--- src/rtl/alarm_irq_pkg.sv ---
package alarm_irq_pkg;

    localparam int BYTE_W  = 8;
    localparam int N_FIELD = 3;

    typedef enum logic [1:0] {
        FLD_SEC = 2'd0,
        FLD_MIN = 2'd1,
        FLD_HR  = 2'd2
    } field_e;

    localparam logic [BYTE_W-1:0] HR_ALARM_RST = 8'h30;

    typedef struct packed {
        logic [N_FIELD-1:0][BYTE_W-1:0] alm;
        logic                           st_alarm;
        logic                           st_tick;
        logic                           hit;
    } ctl_state_t;

endpackage

--- src/rtl/tap_select.sv ---
module tap_select #(
    parameter int NUM_TAPS = 15,
    parameter int SEL_W    = 4
) (
    input  logic                clk,
    input  logic                rst_n,
    input  logic [NUM_TAPS-1:0] tap_vec,
    input  logic [SEL_W-1:0]    sel,
    output logic                sel_level,
    output logic                sel_fall
);

    logic [NUM_TAPS-1:0] tap_d, tap_q;

    always_comb begin
        tap_d     = tap_vec;
        sel_level = 1'b1;
        sel_fall  = 1'b0;
        for (int i = 0; i < NUM_TAPS; i++) begin
            if (sel == SEL_W'(i + 1)) begin
                sel_level = tap_vec[i];
                sel_fall  = tap_q[i] & ~tap_vec[i];
            end
        end
    end

    always_ff @(posedge clk or negedge rst_n) begin
        if (!rst_n) tap_q <= '0;
        else        tap_q <= tap_d;
    end

endmodule

--- src/rtl/field_cmp.sv ---
module field_cmp #(
    parameter int W = 8
) (
    input  logic [W-1:0] cnt,
    input  logic [W-1:0] latch,
    input  logic [W-1:0] care,
    output logic         eq
);

    always_comb begin
        eq = (((cnt ^ latch) & care) == '0);
    end

endmodule

--- src/rtl/alarm_irq_ctrl.sv ---
module alarm_irq_ctrl
    import alarm_irq_pkg::*;
#(
    parameter int NUM_TAPS = 15,
    localparam int SEL_W   = $clog2(NUM_TAPS + 1)
) (
    input  logic                 clk,
    input  logic                 rst_n,
    input  logic [BYTE_W-1:0]    cnt_sec,
    input  logic [BYTE_W-1:0]    cnt_min,
    input  logic [BYTE_W-1:0]    cnt_hr,
    input  logic [NUM_TAPS-1:0]  tap_vec,
    input  logic [SEL_W-1:0]     clk_sel,
    input  logic                 ctrl_wr,
    input  logic [N_FIELD-1:0]   alm_wr,
    input  logic [BYTE_W-1:0]    alm_wdata,
    input  logic                 alarm_en,
    input  logic                 pdown_n,
    output logic                 clk_out,
    output logic                 irq_n,
    output logic                 irq_oe,
    output logic [BYTE_W-1:0]    status
);

    localparam int HR_AMPM_BIT = BYTE_W - 1;
    localparam int HR_MODE_BIT = BYTE_W - 2;

    ctl_state_t st_d, st_q;

    logic sel_level, sel_fall;
    logic [BYTE_W-1:0] cnt_arr  [N_FIELD];
    logic [BYTE_W-1:0] care_arr [N_FIELD];
    logic [N_FIELD-1:0] eq_vec;
    logic bus_ok, hit_now;

    tap_select #(
        .NUM_TAPS(NUM_TAPS),
        .SEL_W   (SEL_W)
    ) u_tap_select (
        .clk      (clk),
        .rst_n    (rst_n),
        .tap_vec  (tap_vec),
        .sel      (clk_sel),
        .sel_level(sel_level),
        .sel_fall (sel_fall)
    );

    always_comb begin
        cnt_arr[FLD_SEC] = cnt_sec;
        cnt_arr[FLD_MIN] = cnt_min;
        cnt_arr[FLD_HR]  = cnt_hr;
    end

    // Hours: mode bit never compared, AM/PM compared only in 12-hour mode.
    for (genvar f = 0; f < N_FIELD; f++) begin : g_field
        if (f == int'(FLD_HR)) begin : g_hr
            always_comb begin
                care_arr[f]              = '1;
                care_arr[f][HR_MODE_BIT] = 1'b0;
                care_arr[f][HR_AMPM_BIT] = cnt_hr[HR_MODE_BIT];
            end
        end else begin : g_plain
            always_comb care_arr[f] = '1;
        end

        field_cmp #(.W(BYTE_W)) u_cmp (
            .cnt  (cnt_arr[f]),
            .latch(st_q.alm[f]),
            .care (care_arr[f]),
            .eq   (eq_vec[f])
        );
    end

    always_comb begin
        st_d    = st_q;
        bus_ok  = pdown_n;
        hit_now = alarm_en & (&eq_vec);

        for (int f = 0; f < N_FIELD; f++) begin
            if (bus_ok && alm_wr[f]) st_d.alm[f] = alm_wdata;
        end

        st_d.hit = hit_now;
        if (hit_now && !st_q.hit) st_d.st_alarm = 1'b1;
        if (sel_fall)             st_d.st_tick  = 1'b1;

        if (bus_ok && ctrl_wr) begin
            st_d.st_alarm = 1'b0;
            st_d.st_tick  = 1'b0;
        end
    end

    always_ff @(posedge clk or negedge rst_n) begin
        if (!rst_n) begin
            st_q              <= '0;
            st_q.alm[FLD_HR]  <= HR_ALARM_RST;
        end else begin
            st_q <= st_d;
        end
    end

    always_comb begin
        clk_out = pdown_n & sel_level;
        irq_oe  = pdown_n;
        irq_n   = ~(st_q.st_alarm | st_q.st_tick);
        status  = {st_q.st_alarm, st_q.st_tick, {(BYTE_W-2){1'b0}}};
    end

endmodule

--- config.mk ---
export PLATFORM = sky130hd
export DESIGN_NAME = alarm_irq_ctrl
export DESIGN_NICKNAME = d
export VERILOG_FILES = /design/src/rtl/alarm_irq_pkg.sv /design/src/rtl/tap_select.sv /design/src/rtl/field_cmp.sv /design/src/rtl/alarm_irq_ctrl.sv
export SDC_FILE = /design/constraint.sdc
export NUM_CORES = 1
export LEC_CHECK = 0
export BUFFER_PORTS_ARGS = -buffer_cell sky130_fd_sc_hd__buf_2
export CAP_MARGIN = 20
export CORE_MARGIN = 1.5
export CORE_UTILIZATION = 50
export CTS_CLUSTER_DIAMETER = 150
export DETAILED_ROUTE_END_ITERATION = 7
export PLACE_DENSITY = 0.8
export SETUP_SLACK_MARGIN = 0.2
export SLEW_MARGIN = 5
export SYNTH_ARGS = -nofsm -noshare
export SYNTH_HDL_FRONTEND = slang
export SYNTH_SLANG_ARGS = --single-unit
--- constraint.sdc ---
create_clock -name clk -period 1.5 [get_ports clk]
set_input_delay 0.15 -clock clk [delete_from_list [all_inputs] [get_ports clk]]
set_output_delay 0.15 -clock clk [all_outputs]
set_load 0.03 [all_outputs]
# == Yosys cells after proc, flatten, opt, wreduce, memory -nomap -nowiden ==
# Cells that the tools add are included.
# word_totals
output_inout_bits,11
reg_bits,42
input_bits,59
word_cells,105
# classes
muxes,33
eq_ne,15
reduce_logical,12
n_bitwise,38
# op_table
operator,count
"equality test 4 bit, second input constant",8
two-way mux 1 bit,32
logical NOT 8 bit,3
XOR 8 bit,3
bitwise AND 1 bit,17
"equality test 4 x 3 -> 1 bit, second input constant",4
NOT 1 bit,16
bitwise AND 8 bit,1
"equality test 4 x 2 -> 1 bit, second input constant",2
logical AND 1 bit,5
"equality test 4 x 1 -> 1 bit, second input constant",1
nonzero test 2 bit,2
AND reduction 3 bit,1
two-way mux 2 bit,1
logical NOT 1 bit,1
OR 1 bit,1

# == Logic depth before layout (Yosys ltp) ==
# depth
word_depth,19
mapped_depth,6
ltp_nobuf,5

# == Modules after synthesis ==
# A second synthesis with hierarchy kept.
# unflattened
hier_cells,186
hier_area_um2,2362.3
# by_module_without_submodules
mod,area_each_um2,instances,cells_each,seq_area_each_um2
alarm_irq_ctrl,1229.9,1,73,678.2
tap_select,805.8,1,74,375.4
field_cmp,108.9,3,13,0.0

# == Least setup slack after synthesis ==
# OpenSTA, ideal clock, no wires.
# synth_timing
kind,register -> register
from,register st_q[19] (netlist bit)
to,register st_q (netlist bit status[7])
path_buffers,0
stages_incl_launch_ff,6
setup_ns,0.077
synth_period_minus_slack_ns,1.270
t_arrival_ns,1.193
path_slack_ns,0.230
required_time_ns,1.423
cell_sequence,dfrtp_1 -> xnor2_1 -> nand4_1 -> a2111oi_2 -> a31oi_1 -> a21oi_1
# synth_between
elab_chain_len,7
# synth_lines
element,line_no,text
"start, declared",alarm_irq_ctrl.sv:28,"ctl_state_t st_d, st_q;"
"start signal, assigned",alarm_irq_ctrl.sv:98,st_q <= st_d;
XOR 8 bit,field_cmp.sv:11,eq = (((cnt ^ latch) & care) == '0);
bitwise AND 8 bit,field_cmp.sv:11,
logical NOT 8 bit,field_cmp.sv:11,
AND reduction 3 bit,alarm_irq_ctrl.sv:77,hit_now = alarm_en & (&eq_vec);
bitwise AND 1 bit,alarm_irq_ctrl.sv:77,
logical AND 1 bit,alarm_irq_ctrl.sv:84,if (hit_now && !st_q.hit) st_d.st_alarm = 1'b1;
nonzero test 2 bit (no source line),n/a,
# Every way passes these cells.
# A chain may end at the register's enable or synchronous reset.

# == Worst setup path in the final report ==
# layout_timing
from,register st_q[12] (netlist bit)
to,register st_q (netlist bit status[7])
# layout_between
elab_chain_len,6
# layout_lines
element,line_no
XOR 8 bit,field_cmp.sv:11
logical NOT 8 bit,field_cmp.sv:11
AND reduction 3 bit,alarm_irq_ctrl.sv:77
bitwise AND 1 bit,alarm_irq_ctrl.sv:77
logical AND 1 bit,alarm_irq_ctrl.sv:84
nonzero test 2 bit (no source line),n/a
# Every way passes these cells.

==> impl_summary.log <==
[metrics] # diodes: 0
[metrics] Post-Syn Area: 2052 µm²
[metrics] Layout Skew: 8.502 ps
[metrics] number of inserted filler cells in the final layout: 287
[metrics] sum of routed wire length over all layers: 4923 µm
[metrics] cts bufs inserted: 5
[metrics] fin crit period: 1411 ps
[metrics] fraction of registers with async set/reset: 100.0%
[metrics] reg-to-reg critical path startpoint: st_q[12]$_DFFE_PN0P_
[metrics] Max Buffers Root-to-Sink: 2
[metrics] total global routing overflow: 0
[metrics] CP Max Fanout: 2
[metrics] minimum setup slack after placement: 44.09 ps
[metrics] post-route worst setup slack: 89.34 ps
[metrics] setup repair after global routing missed its margin: true
[metrics] total of flip-flops plus latches after synthesis: 41
[metrics] Final Cycle Share: 94.04%
[metrics] vias in the first global route: 1487
[metrics] Max H-tree Level: 2
[metrics] global-route wire length before repair: 6948 µm
[metrics] mean instance size in the synthesized netlist: 11.66 µm²
[metrics] final-report max-slew violation count: 0
[metrics] predominant post-synthesis flop cell: sky130_fd_sc_hd__dfrtp_1
[metrics] post-detailed-route via-to-cell ratio: 5.518
[metrics] clock tree from TritonCTS: yes
[metrics] Total Nets Final: 314
[metrics] Critical-path top delay cell: sky130_fd_sc_hd__dfrtp_1
[metrics] Critical Path AT: 1630 ps
[metrics] initial antenna violation count: 0
[metrics] library cell used as clock root buffer: sky130_fd_sc_hd__clkbuf_8
[metrics] worst hold stages: 1
[metrics] worst min-delay path class: input port to flip-flop
[metrics] area share of the leading cell type in the synthesized netlist: 47.56%
[metrics] Port Buffers: 63
[metrics] capturing element type of the critical path: flip-flop
[metrics] cell family with the largest share of critical-path delay: compound AO/OA/AOI/OAI gates
[metrics] DRT iter0 DRCs: 111
[metrics] Global Route Usage Sum: 21.31%
[metrics] post-synthesis cell type with the largest combined area: sky130_fd_sc_hd__dfrtp_1
[metrics] pin count of the biggest net entering global routing: 24
[metrics] startpoint class of the critical path: flip-flop
[metrics] kind of critical path: flip-flop to flip-flop
[metrics] clock sink total: 41
[metrics] proportion of synthesized chip area in sequential cells: 50.12%
[metrics] Yosys warning count: 0
[metrics] Vert. Die Dim: 67.06 µm
[metrics] power density over the cells: 956.4 nW/µm²
[metrics] die area: 4497 µm²
[metrics] final hold vios: 0
[metrics] maximum VDD drop: 0.6071 mV
[metrics] die width: 67.06 µm
[metrics] reported max-cap violation count: 0
[metrics] Mapped Cells: 176
[metrics] commonest cells in the synthesized netlist: 39 x sky130_fd_sc_hd__dfrtp_1, 23 x sky130_fd_sc_hd__mux2_2, 22 x sky130_fd_sc_hd__xnor2_1
[metrics] most frequently used cell type in the post-synthesis netlist: sky130_fd_sc_hd__dfrtp_1
[metrics] I/O pin count: 70
[metrics] startpoint of the most critical hold path: tap_vec[0]
[metrics] Levels on crit path: 5
[metrics] Final Util: 68.71%
[metrics] count of TritonRoute iterations in the first routing pass: 4
[metrics] Crit path largest cell delay: 390 ps
[metrics] slack of the worst reg-to-reg path: 90 ps
[metrics] cells along the critical path: xnor2_1 > nand4_1 > a2111oi_4 > a31oi_1 > a21oi_1
[metrics] Post-synth EDFFs: 0
[metrics] maximum achievable frequency: 0.7089 GHz
[metrics] number of vias after detailed routing: 1683
[metrics] Skew-Pair Late Insertion Delay: 290 ps
[metrics] Starting Density: 51.67%
[metrics] clk slew on worst S/H paths: 80 ps
[metrics] run status: finished, final reports clean
[metrics] count of antenna-violating nets left after detailed routing: 0
[metrics] DRC errors left: 0
[metrics] signed area change from the synthesized netlist to the final layout: 32.99%
[metrics] ratio of cells with drive above 1 in the final layout: 42.75%
[metrics] leakage power of the design: 1.207 nW
[metrics] Crit path required time: 1720 ps
[metrics] detail-routed net length per standard cell: 16.14 µm
[metrics] count of different cell masters after synthesis: 41
[metrics] final setup fails: 0
[metrics] Core Area: 3971 µm²
[metrics] last weighted congestion value of the routability-driven placer: 0.8349
[metrics] estimated wirelength of the detail-placed design: 3167 µm
[metrics] worst path bufs/invs: 0
[metrics] site row count: 23
[metrics] count of cells along the worst register-to-register path: 5
[metrics] cell types occupying the most area after synthesis: sky130_fd_sc_hd__dfrtp_1 48%, sky130_fd_sc_hd__mux2_2 13%, sky130_fd_sc_hd__xnor2_1 9.4%, sky130_fd_sc_hd__buf_4 4.0%, sky130_fd_sc_hd__dfstp_2 2.6%
[metrics] Critical Path Start: st_q[12]$_DFFE_PN0P_
cell type report:
class	instances	area, µm²	area share, %
flip-flops and latches	41	1028	37.69
multi-input cells	119	972.2	35.63
repair buffers	82	556.8	20.40
clock buffers	7	86.33	3.164
well taps	50	62.56	2.293
inverters	6	22.52	0.8253
per-stage QoR:
step / cells / power (mW) / TNS, ps / area [µm²] / hold slack [ps]
2_1_floorplan: 181 / 1.658 / 0 / 2071 / -145.6
3_3_place_gp: 282 / 1.813 / 0 / 2367 / 134.9
3_5_place_dp: 282 / 1.832 / 0 / 2367 / 144.5
4_1_cts: 303 / 2.580 / 0 / 2625 / 5.956
5_1_grt: 305 / 2.739 / -36.92 / 2729 / 3.400
6_report: 305 / 2.610 / 0 / 2729 / 12.82
state kept, by name, indices dropped and copies added (netlist names):
name / flops
st_q: 24
u_tap_select.tap_q: 15
status: 2
power breakdown:
group | switching, mW | internal [mW] | leakage, nW | total [mW]
clock | 0.351 | 0.365 | 0.0443 | 0.716
combinational | 0.276 | 0.315 | 0.682 | 0.591
sequential | 0.0757 | 1.23 | 0.482 | 1.30
total | 0.702 | 1.91 | 1.21 | 2.61
layout by cell type (no fill, tap or decap), types with 3 or more instances in the layout:
| cell type | synthesis | final |
|---|---|---|
| sky130_fd_sc_hd__dfrtp_1 | 39 | 39 |
| sky130_fd_sc_hd__nor2_1 | 7 | 6 |
| sky130_fd_sc_hd__dlygate4sd3_1 | 0 | 14 |
| sky130_fd_sc_hd__xnor2_1 | 22 | 22 |
| sky130_fd_sc_hd__a31oi_1 | 3 | 3 |
| sky130_fd_sc_hd__buf_4 | 11 | 4 |
| sky130_fd_sc_hd__o21ai_1 | 1 | 5 |
| sky130_fd_sc_hd__a21oi_1 | 3 | 3 |
| sky130_fd_sc_hd__nand4_1 | 5 | 5 |
| sky130_fd_sc_hd__mux2_2 | 23 | 23 |
| sky130_fd_sc_hd__nand2_1 | 8 | 8 |
| sky130_fd_sc_hd__clkbuf_8 | 0 | 6 |
| sky130_fd_sc_hd__inv_1 | 6 | 6 |
| sky130_fd_sc_hd__conb_1 | 1 | 6 |
| sky130_fd_sc_hd__buf_2 | 2 | 59 |
path summary, 6_finish.rpt:
check                                                       end
worst min register to register             st_q[19]$_DFFE_PN0P_
min in group asynchronous                     st_q[0]$_DFF_PN0_
max in group asynchronous       u_tap_select.tap_q[9]$_DFF_PN0_
worst max register to register            status[7]$_DFFE_PN0P_
worst max-delay path                      status[7]$_DFFE_PN0P_
worst min-delay path            u_tap_select.tap_q[0]$_DFF_PN0_
kinds of logic (layout without fill, tap and decap cells):
group | count (synthesis) | count (layout) | share of synthesized area, %
DFF | 41 | 41 | 50.12
and+or+nand+nor | 38 | 38 | 10.73
AOI/OAI and AO/OA | 28 | 28 | 9.878
muxes | 24 | 24 | 13.11
xor gates and xnor gates | 23 | 23 | 9.817
buffers and inverters | 21 | 95 | 6.158
other | 1 | 6 | 0.1828
metal layers:
metal  global-route usage (%)  routed length, µm  vias to the layer above  part of all wire (%)
met4                    6.378                102                        0                   2.1
met1                    29.10               2063                      821                    42
li1                         -                  -                      768                     -
met5                        0                  0                        -                     0
met2                    33.42               2459                       82                    50
met3                    5.236                297                       12                   6.0
what timing repair did:
| action | CTS | global route |
|---|---|---|
| cloned | 0 | 1 |
| gates resized for setup | 7 | 19 |
| hold endpoints to repair | 32 | 0 |
| setup endpoints to repair | 3 | 4 |
| hold buffers | 14 | 0 |
| pin swaps | 10 | 7 |
| setup buffers | 0 | 1 |
Power figures use the tool's default switching activity.
